<file path="config.mk">
export PLATFORM = sky130hd
export DESIGN_NAME = fw_glue_regs
export DESIGN_NICKNAME = d
export VERILOG_FILES = /design/src/rtl/fw_glue_pkg.sv /design/src/rtl/fw_glue_ctrl.sv /design/src/rtl/fw_glue_dp.sv /design/src/rtl/fw_glue_regs.sv
export SDC_FILE = /design/constraint.sdc
export NUM_CORES = 1
export LEC_CHECK = 0
export BUFFER_PORTS_ARGS = -buffer_cell sky130_fd_sc_hd__buf_2
export CAP_MARGIN = 20
export CORE_UTILIZATION = 45
export DETAILED_ROUTE_END_ITERATION = 10
export GPL_ROUTABILITY_DRIVEN = 0
export MAX_ROUTING_LAYER = met4
export PLACE_DENSITY = 0.84
export SYNTH_ARGS = -nofsm -noshare
export SYNTH_HDL_FRONTEND = slang
export SYNTH_HIERARCHICAL = 1
export SYNTH_SLANG_ARGS = --single-unit
export TNS_END_PERCENT = 30
</file>
<file path="constraint.sdc">
create_clock -name clk -period 2.25 [get_ports clk]
set_input_delay 0.225 -clock clk [delete_from_list [all_inputs] [get_ports clk]]
set_output_delay 0.225 -clock clk [all_outputs]
set_load 0.005 [all_outputs]
</file>
<file path="src/rtl/fw_glue_pkg.sv">
package fw_glue_pkg;
  localparam int OFS_W = 5;

  localparam logic [OFS_W-1:0] OFS_HALT   = 5'h00;
  localparam logic [OFS_W-1:0] OFS_CPUID  = 5'h04;
  localparam logic [OFS_W-1:0] OFS_IRQ    = 5'h08;
  localparam logic [OFS_W-1:0] OFS_NCPU   = 5'h0A;
  localparam logic [OFS_W-1:0] OFS_RXDATA = 5'h10;
  localparam logic [OFS_W-1:0] OFS_RXSTAT = 5'h14;
  localparam logic [OFS_W-1:0] OFS_TXDATA = 5'h18;
  localparam logic [OFS_W-1:0] OFS_TXSTAT = 5'h1A;

  typedef enum logic [2:0] {
    RD_ZERO, RD_CPUID, RD_NCPU, RD_RXDATA, RD_RXSTAT, RD_TXDATA, RD_TXSTAT
  } rdSel_e;

  // Strobes from the decoder into the datapath
  typedef struct packed {
    logic haltWr;
    logic irqWr;
    logic rxSample;
    logic rxDataWr;
    logic txDataWr;
    logic txStatWr;
  } ctrlStb_t;
endpackage

</file>
<file path="src/rtl/fw_glue_ctrl.sv">
module fw_glue_ctrl
  import fw_glue_pkg::*;
#(
  parameter int ADDR_W = 8
) (
  input  logic              busSel,
  input  logic              busWrite,
  input  logic [ADDR_W-1:0] busAddr,
  output ctrlStb_t          stb,
  output rdSel_e            rdSel
);
  logic [OFS_W-1:0] ofs;
  logic wrAcc, rdAcc;

  assign ofs   = busAddr[OFS_W-1:0];
  assign wrAcc = busSel & busWrite;
  assign rdAcc = busSel & ~busWrite;

  always_comb begin
    stb   = '0;
    rdSel = RD_ZERO;
    if (wrAcc) begin
      case (ofs)
        OFS_HALT:   stb.haltWr   = 1'b1;
        OFS_IRQ:    stb.irqWr    = 1'b1;
        OFS_RXDATA: stb.rxDataWr = 1'b1;
        OFS_TXDATA: stb.txDataWr = 1'b1;
        OFS_TXSTAT: stb.txStatWr = 1'b1;
        default: ;
      endcase
    end
    if (rdAcc) begin
      case (ofs)
        OFS_CPUID:  rdSel = RD_CPUID;
        OFS_NCPU:   rdSel = RD_NCPU;
        OFS_RXDATA: rdSel = RD_RXDATA;
        OFS_RXSTAT: begin
          rdSel        = RD_RXSTAT;
          stb.rxSample = 1'b1;
        end
        OFS_TXDATA: rdSel = RD_TXDATA;
        OFS_TXSTAT: rdSel = RD_TXSTAT;
        default:    rdSel = RD_ZERO;
      endcase
    end
  end
endmodule

</file>
<file path="src/rtl/fw_glue_dp.sv">
module fw_glue_dp
  import fw_glue_pkg::*;
#(
  parameter int NUM_CPU   = 4,
  parameter int BUS_BYTES = 4,
  localparam int DATA_W   = 8 * BUS_BYTES,
  localparam int CNT_W    = $clog2(BUS_BYTES + 1),
  localparam int CPU_W    = (NUM_CPU > 1) ? $clog2(NUM_CPU) : 1
) (
  input  logic               clk,
  input  logic               rstN,
  input  ctrlStb_t           stb,
  input  rdSel_e             rdSel,
  input  logic [CNT_W-1:0]   busBytes,
  input  logic [DATA_W-1:0]  busWdata,
  input  logic [CPU_W-1:0]   reqCpu,
  output logic [DATA_W-1:0]  busRdata,
  input  logic               rxValid,
  input  logic [7:0]         rxChar,
  output logic               txStrobe,
  output logic [7:0]         txData,
  output logic [NUM_CPU-1:0] irqLines,
  output logic               haltPulse,
  output logic [7:0]         haltCode
);
  localparam logic [7:0] CPU_CNT = 8'(NUM_CPU);

  logic [7:0] wrByte0, wrByte1;
  logic       irqLevel;
  logic [7:0] rxDataQ, txStatQ, rdByte;

  assign wrByte0  = busWdata[7:0];
  assign wrByte1  = busWdata[15:8];
  assign irqLevel = (busBytes > CNT_W'(1)) && (wrByte1 != 8'h00);

  // Console input data and output status
  always_ff @(posedge clk or negedge rstN) begin
    if (!rstN) begin
      rxDataQ <= 8'h00;
      txStatQ <= 8'h01;
    end else begin
      if (stb.rxSample)    rxDataQ <= rxValid ? rxChar : 8'h00;
      else if (stb.rxDataWr) rxDataQ <= wrByte0;
      if (stb.txDataWr)    txStatQ <= 8'h01;
      else if (stb.txStatWr) txStatQ <= wrByte0;
    end
  end

  // Transmit character, strobe and halt request
  always_ff @(posedge clk or negedge rstN) begin
    if (!rstN) begin
      txData    <= 8'h00;
      txStrobe  <= 1'b0;
      haltPulse <= 1'b0;
      haltCode  <= 8'h00;
    end else begin
      txStrobe  <= stb.txDataWr;
      haltPulse <= stb.haltWr;
      if (stb.txDataWr) txData   <= wrByte0;
      if (stb.haltWr)   haltCode <= wrByte0;
    end
  end

  // One level register per interrupt line
  for (genvar g = 0; g < NUM_CPU; g++) begin : gLine
    always_ff @(posedge clk or negedge rstN) begin
      if (!rstN)
        irqLines[g] <= 1'b0;
      else if (stb.irqWr && (wrByte0 == 8'(g)))
        irqLines[g] <= irqLevel;
    end
  end

  // Read multiplexer: value in byte 0, the rest zero
  always_comb begin
    rdByte = 8'h00;
    case (rdSel)
      RD_CPUID:  rdByte[CPU_W-1:0] = reqCpu;
      RD_NCPU:   rdByte = CPU_CNT;
      RD_RXDATA: rdByte = rxDataQ;
      RD_RXSTAT: rdByte = {7'd0, rxValid};
      RD_TXDATA: rdByte = txData;
      RD_TXSTAT: rdByte = txStatQ;
      default:   rdByte = 8'h00;
    endcase
  end

  assign busRdata = {{(DATA_W-8){1'b0}}, rdByte};
endmodule

</file>
<file path="src/rtl/fw_glue_regs.sv">
module fw_glue_regs
  import fw_glue_pkg::*;
#(
  parameter int ADDR_W    = 8,
  parameter int NUM_CPU   = 4,
  parameter int BUS_BYTES = 4,
  localparam int DATA_W   = 8 * BUS_BYTES,
  localparam int CNT_W    = $clog2(BUS_BYTES + 1),
  localparam int CPU_W    = (NUM_CPU > 1) ? $clog2(NUM_CPU) : 1
) (
  input  logic               clk,
  input  logic               rstN,
  input  logic               busSel,
  input  logic               busWrite,
  input  logic [ADDR_W-1:0]  busAddr,
  input  logic [CNT_W-1:0]   busBytes,
  input  logic [DATA_W-1:0]  busWdata,
  input  logic [CPU_W-1:0]   reqCpu,
  output logic [DATA_W-1:0]  busRdata,
  input  logic               rxValid,
  input  logic [7:0]         rxChar,
  output logic               txStrobe,
  output logic [7:0]         txData,
  output logic [NUM_CPU-1:0] irqLines,
  output logic               haltPulse,
  output logic [7:0]         haltCode
);
  ctrlStb_t stb;
  rdSel_e   rdSel;

  fw_glue_ctrl #(.ADDR_W(ADDR_W)) uCtrl (
    .busSel  (busSel),
    .busWrite(busWrite),
    .busAddr (busAddr),
    .stb     (stb),
    .rdSel   (rdSel)
  );

  fw_glue_dp #(.NUM_CPU(NUM_CPU), .BUS_BYTES(BUS_BYTES)) uDp (
    .clk      (clk),
    .rstN     (rstN),
    .stb      (stb),
    .rdSel    (rdSel),
    .busBytes (busBytes),
    .busWdata (busWdata),
    .reqCpu   (reqCpu),
    .busRdata (busRdata),
    .rxValid  (rxValid),
    .rxChar   (rxChar),
    .txStrobe (txStrobe),
    .txData   (txData),
    .irqLines (irqLines),
    .haltPulse(haltPulse),
    .haltCode (haltCode)
  );
endmodule

</file>
==> flow_summary.toml, run 1 <==
[critical_path]
path_max_fanout = 4
startpoint_type = "primary input"
critPathArrivalTime_ns = 1.98
r2r-start = "uDp/txStatQ[0]"
reg2reg_to = "uDp/txStatQ[0]"
reg2reg_slack_ns = 1.43
cp.required_ns = 2.03
cp-end-kind = "primary output"
ff2ff_path_depth = 2
crit_type = "primary input to primary output"

[sta]
rsz0062_at_grt = "true"
skew_ns = 0
worst_hold_slack_ns = 0.0497
hold_viol = 0
worst_pin_slew_ns = 0.846
fmax_mhz = 454
drv_slew = 0
finalCriticalPeriod_ns = 2.20
setup_viol = 0
setup_tns_ns = 0
fin_crit_sh_pct = 97.9
worst_slack_ns = 0.0472
slew_headroom_pct = 43.6

[detailed_routing]
remaining_drc_errors = 7
totalWireLength_um = 4910
drt_iter0_drc = 100
routedWlPerCell_um = 14.9
viasPerCell = 5.17
ant_nets = 0
drt_pass1_iterations = 8
vias = 1700

[cts]
clock-sinks = 38
cts_tree = "built"
insertion_delay_ns = 0.28
clk_path_buf_depth = 2
clk_pin_slew_ns = 0.07
cts-root-buf = "clkbuf_8"
cts_buffers = 5
ctsHtreeMaxLevel = 2

[die]
io_pins = 112
die_x_um = 71.0
rows = 24
dieArea_um2 = 5040
core_um2 = 4470
die_y_um = 71.0
start_util_pct = 47.9

[placement]
detailedPlace.worstSlack_ns = -0.0300
port_buffers = 67
placed_area_um2 = 2550
numPlacedInstances = 320
dp_hpwl_um = 3590

[synthesis]
synthDistinctLibCells = 38
ys_seq_area_share_pct = 44.5
synth_area_um2 = 2140
synth_area_leader_cell = "dfrtp_1"
yosysWarnings = 6
avgSynthCellArea_um2 = 11.1
yosys-top-cells-area = "dfrtp_1 43%, mux2_2 8.9%, buf_4 8.4%, mux2i_1 7.5%, a22o_1 4.5%"
ys_ff_latch = 38
yosys.area.top_type_share_pct = 43.2
synth_cells = 193

[cells_and_area]
fin_nets = 334
drive_above_1_share_pct = 44.8
final_cells = 329
fin_area_um2 = 2720
utilization_pct = 60.8
area_growth_pct = 27.0
antenna_cells = 0

[global_route]
grt_max_degree = 39
grt_pass1_vias = 1729
grt_pass1_wl_um = 7780
grt_overflow = 0
antenna_found_initial = 0
grt_usage_pct = 20.2

[status]
outcome = "complete, but fails checks"
violations = "design-rule violations"

[pwr]
powerDensity_nw_per_um2 = 570
power_leakage_nw = 1.35
p_total_mw = 1.55
vdd_drop_max_mv = 0.447

[min_path]
hold_path.class = "primary input to async pin"

[job]
max-cap-violations = 0
-- cell usage after synthesis --
cell,number
a2111oi_2,2
a211o_1,1
a21oi_1,3
a221oi_1,1
a22o_1,11
a22oi_1,1
a32o_1,1
and2_1,1
buf_2,6
buf_4,24
buf_6,1
clkbuf_1,4
conb_1,1
dfrtp_1,37
dfstp_2,1
inv_1,2
mux2_1,4
mux2_2,17
mux2i_1,16
nand2_1,10
nand2b_1,3
nand3_1,2
nand3b_1,2
nand4_1,1
nand4b_1,2
nand4bb_1,1
nor2_1,11
nor2b_1,4
nor3_1,1
nor3b_1,1
nor4_1,3
nor4_4,1
nor4b_1,1
nor4b_2,2
o21ai_0,8
o22ai_1,2
or3b_1,3
or4b_1,1
-- cell type report --
type | instances | area (µm²)
inverters | 2 | 7.51
clock inverters | 1 | 5.00
fillers | 362 | 1750
multi-input cells | 141 | 1090
clock buffers | 7 | 86.3
repair buffers | 88 | 515
well taps | 52 | 65.1
flip-flops and latches | 38 | 952
-- metal layers --
metal	wire, µm	vias up	GRT usage (%)
met2	2510	64	35.1
met5	0	-	-
li1	-	809	-
met1	2140	827	23.8
met4	0	0	5.11
met3	273	0	4.42
-- worst max-delay path, stage by stage --
cell       delay (ns)
buf_6            0.09
or3b_4           0.40
a2111oi_4        0.35
buf_4            0.18
mux2_4           0.30
a221oi_2         0.23
a21oi_1          0.07
buf_2            0.13
-- how the worst max path moves through the flow --
stage	start	end	slack [ns]	depth (start not counted)
3_5_place_dp	busAddr[3]	busRdata[1]	-0.03	9
5_1_grt	busAddr[3]	busRdata[1]	-0.03	9
4_1_cts	busAddr[3]	busRdata[1]	0.009	9
3_3_place_gp	busAddr[1]	busRdata[0]	-0.0005	8
6_report	busAddr[3]	busRdata[0]	0.05	8
2_1_floorplan	busAddr[3]	busRdata[0]	0.18	7
-- placed cells by master, fill, tap and decap left out, types with 2 or more instances in the layout --
| cell | Yosys | routed |
|---|---|---|
| a21oi_1 | 3 | 2 |
| nor4b_2 | 2 | 2 |
| nor4_1 | 3 | 2 |
| nand2_1 | 10 | 10 |
| clkbuf_8 | 0 | 6 |
| mux2i_1 | 16 | 16 |
| dfrtp_1 | 37 | 37 |
| buf_6 | 1 | 4 |
| nand2b_1 | 3 | 3 |
| a2111oi_4 | 0 | 2 |
| o22ai_1 | 2 | 2 |
| nor2_1 | 11 | 11 |
| mux2_2 | 17 | 16 |
| or3b_4 | 0 | 2 |
| nor2b_1 | 4 | 3 |
| buf_2 | 6 | 64 |
| nand4b_1 | 2 | 2 |
| mux2_1 | 4 | 4 |
| buf_4 | 24 | 20 |
| a22o_1 | 11 | 11 |
| nand3_1 | 2 | 2 |
| nand3b_1 | 2 | 2 |
| o21ai_0 | 8 | 8 |
| inv_1 | 2 | 2 |
| conb_1 | 1 | 24 |
-- registers in the layout, indices dropped and copies added, names as in the netlist --
name and count:
uDp/haltCode 8, uDp/rxDataQ 8, uDp/txData 8, uDp/txStatQ 8
uDp/irqLines 4, uDp/haltPulse 1, uDp/txStrobe 1
-- kinds of logic after synthesis --
| kind of cell | after synthesis | share of synthesized area, % |
|---|---|---|
| other | 1 | 0.175 |
| DFF | 38 | 44.5 |
| buffers and inverters | 37 | 11.4 |
| AOI/OAI and AO/OA | 30 | 10.7 |
| muxes | 37 | 18.5 |
| and+or+nand+nor | 50 | 14.8 |
-- power by group --
group          internal, mW  switching [mW]
Combinational         0.133           0.128
Sequential            0.772          0.0479
Clock                 0.247           0.223
Total                  1.15           0.400
-- repair_timing --
item,in CTS,in global routing
endpoints found under the setup margin,2,7
hold buffers,0,0
cloned,0,0
resized for setup,1,14
pin swaps,0,3
setup buffers,1,0
No activity file was read; power rests on OpenSTA's default activity.
==> run 2: changes to the inputs <==
--- a/config.mk
+++ b/config.mk
@@ -6,12 +6,13 @@
 export NUM_CORES = 1
 export LEC_CHECK = 0
 export BUFFER_PORTS_ARGS = -buffer_cell sky130_fd_sc_hd__buf_2
-export CAP_MARGIN = 20
+export CAP_MARGIN = 15
 export CORE_UTILIZATION = 45
 export DETAILED_ROUTE_END_ITERATION = 10
 export GPL_ROUTABILITY_DRIVEN = 0
 export MAX_ROUTING_LAYER = met4
-export PLACE_DENSITY = 0.84
+export PLACE_DENSITY = 0.8
+export SKIP_LAST_GASP = 1
 export SYNTH_ARGS = -nofsm -noshare
 export SYNTH_HDL_FRONTEND = slang
 export SYNTH_HIERARCHICAL = 1
==> run 2 against run 1 <==
The flow finishes with violations (design-rule violations, negative setup slack). Worst hold slack lost 0.022 ns. Sequential share of layout area shrank 0.26 points. Total power grew 0.75%. Routed wire length shrank 2.0%. Fmax shrank 2.1%. Clock power grew 3%.
==> flow_summary.toml, run 2 (synthesis gave the netlist of run 1 again) <==
[sta]
rsz0062_at_grt = "true"
hold_viol = 0
fin_crit_sh_pct = 100
worst_hold_slack_ns = 0.0272
fmax_mhz = 444
skew_ns = 0
finalCriticalPeriod_ns = 2.25
setup_viol = 1
drv_slew = 0
slew_headroom_pct = 45.5
setup_tns_ns = -0.00118
worst_pin_slew_ns = 0.818
worst_slack_ns = -0.00118

[detailed_routing]
viasPerCell = 5.15
vias = 1709
remaining_drc_errors = 8
totalWireLength_um = 4820
drt_pass1_iterations = 7
drt_iter0_drc = 75
ant_nets = 0
routedWlPerCell_um = 14.5

[critical_path]
startpoint_type = "primary input"
cp.required_ns = 2.03
critPathTopFamily = "compound AO/OA/AOI/OAI gates"
critPathArrivalTime_ns = 2.03
path_max_fanout = 5
cp-end-kind = "primary output"
cpMostUsedCell = "buf_6"
crit_type = "primary input to primary output"
crit_chain = "buf_6 -> buf_6 -> or3b_4 -> a2111oi_4 -> buf_4 -> mux2i_1 -> o22ai_1 -> a32o_1 -> buf_2"
cpPeakStageDelay_ns = 0.38
critical_path_buf_inv_count = 4
cp_slowest_cell = "or3b_4"

[placement]
detailedPlace.worstSlack_ns = -0.0416
placed_area_um2 = 2560
dp_hpwl_um = 3560
port_buffers = 67
numPlacedInstances = 322

[pwr]
p_total_mw = 1.56
powerDensity_nw_per_um2 = 570
vdd_drop_max_mv = 0.339
power_leakage_nw = 1.36

[cells_and_area]
fin_nets = 337
area_growth_pct = 28.0
antenna_cells = 0
final_common_cell = "buf_2"
final_cells = 332
utilization_pct = 61.3
drive_above_1_share_pct = 45.7
fin_area_um2 = 2740
fillerInstances = 381
mostFrequentLayoutCells = "64 x buf_2, 37 x dfrtp_1, 24 x buf_4, 24 x conb_1"

[die]
dieArea_um2 = 5040
io_pins = 112
rows = 24
die_y_um = 71.0
core_um2 = 4470
die_x_um = 71.0
start_util_pct = 47.9

[min_path]
hold_path.class = "primary input to async pin"

[cts]
clk_pin_slew_ns = 0.07
cts_hold_buf = 0
cts_tree = "built"
cts-root-buf = "clkbuf_8"
clock-sinks = 38
ctsHtreeMaxLevel = 2
cts_buffers = 5
insertion_delay_ns = 0.29
clk_path_buf_depth = 2

[global_route]
grt_pass1_wl_um = 8070
grt_overflow = 0
grt_pass1_vias = 1679
grt_max_degree = 39
grt_usage_pct = 21.7
antenna_found_initial = 0

[job]
max-cap-violations = 0

[status]
violations = "design-rule violations, negative setup slack"
outcome = "complete, but fails checks"
run 2: cell count changes in the layout (fill, tap and decap cells not counted):
cell	before	now
buf_4	20	24
buf_6	4	2
a21oi_1	2	3
a21oi_2	1	0
buf_8	0	1
clkbuf_1	1	0
clkinvlp_4	0	1
nor2_1	11	10
nor2_2	0	1
nor2b_2	0	1
nor2b_4	1	0
run 2: path summary, 6_finish.rpt:
| check | startpoint | end | slack (ns) | depth (start not counted) |
|---|---|---|---|---|
| min reg2reg | uDp/irqLines[2] | uDp/irqLines[2] | 0.49 | 1 |
| min | rstN | uDp/txData[2] | 0.03 | 1 |
| max reg2reg | uDp/txStatQ[0] | uDp/txStatQ[0] | 1.44 | 2 |
| max | busAddr[1] | busRdata[1] | -0.001 | 9 |
| max in group asynchronous | rstN | uDp/haltCode[3] | 1.71 | 1 |
| min in group clk | rxChar[3] | uDp/rxDataQ[3] | 0.14 | 3 |
run 2: cell type report:
class / count / area [µm²] / share of cell area, %
well taps: 52 / 65.1 / 2.37
repair buffers: 91 / 538 / 19.6
multi-input cells: 141 / 1080 / 39.5
inverters: 2 / 7.51 / 0.274
flip-flops and latches: 38 / 952 / 34.7
clock buffers: 6 / 82.6 / 3.01
clock inverters: 2 / 12.5 / 0.456
run 2: power by group:
group / internal (mW) / leakage [nW] / switching, mW
logic: 0.136 / 0.811 / 0.125
clock network: 0.246 / 0.0472 / 0.238
registers: 0.771 / 0.506 / 0.0467
total: 1.15 / 1.36 / 0.410
run 2: worst register-to-register path, cell delays in order, from the launching register on:
cell     delay [ns]
dfstp_2        0.37
nor2b_1        0.12
a211o_1        0.26
run 2: repair_timing:
| item | CTS | global route |
|---|---|---|
| buffers inserted | 1 | 1 |
| cloned | 0 | 0 |
| pin swaps | 0 | 7 |
| resized for setup | 2 | 13 |
| endpoints found under the setup margin | 3 | 8 |
run 2: per-layer routing:
metal / GRT usage (%) / routed length, µm / vias up
met5: - / 0 / -
met4: 8.00 / 65 / 0
met3: 5.70 / 214 / 8
met2: 33.7 / 2380 / 60
met1: 27.4 / 2150 / 820
li1: - / - / 821
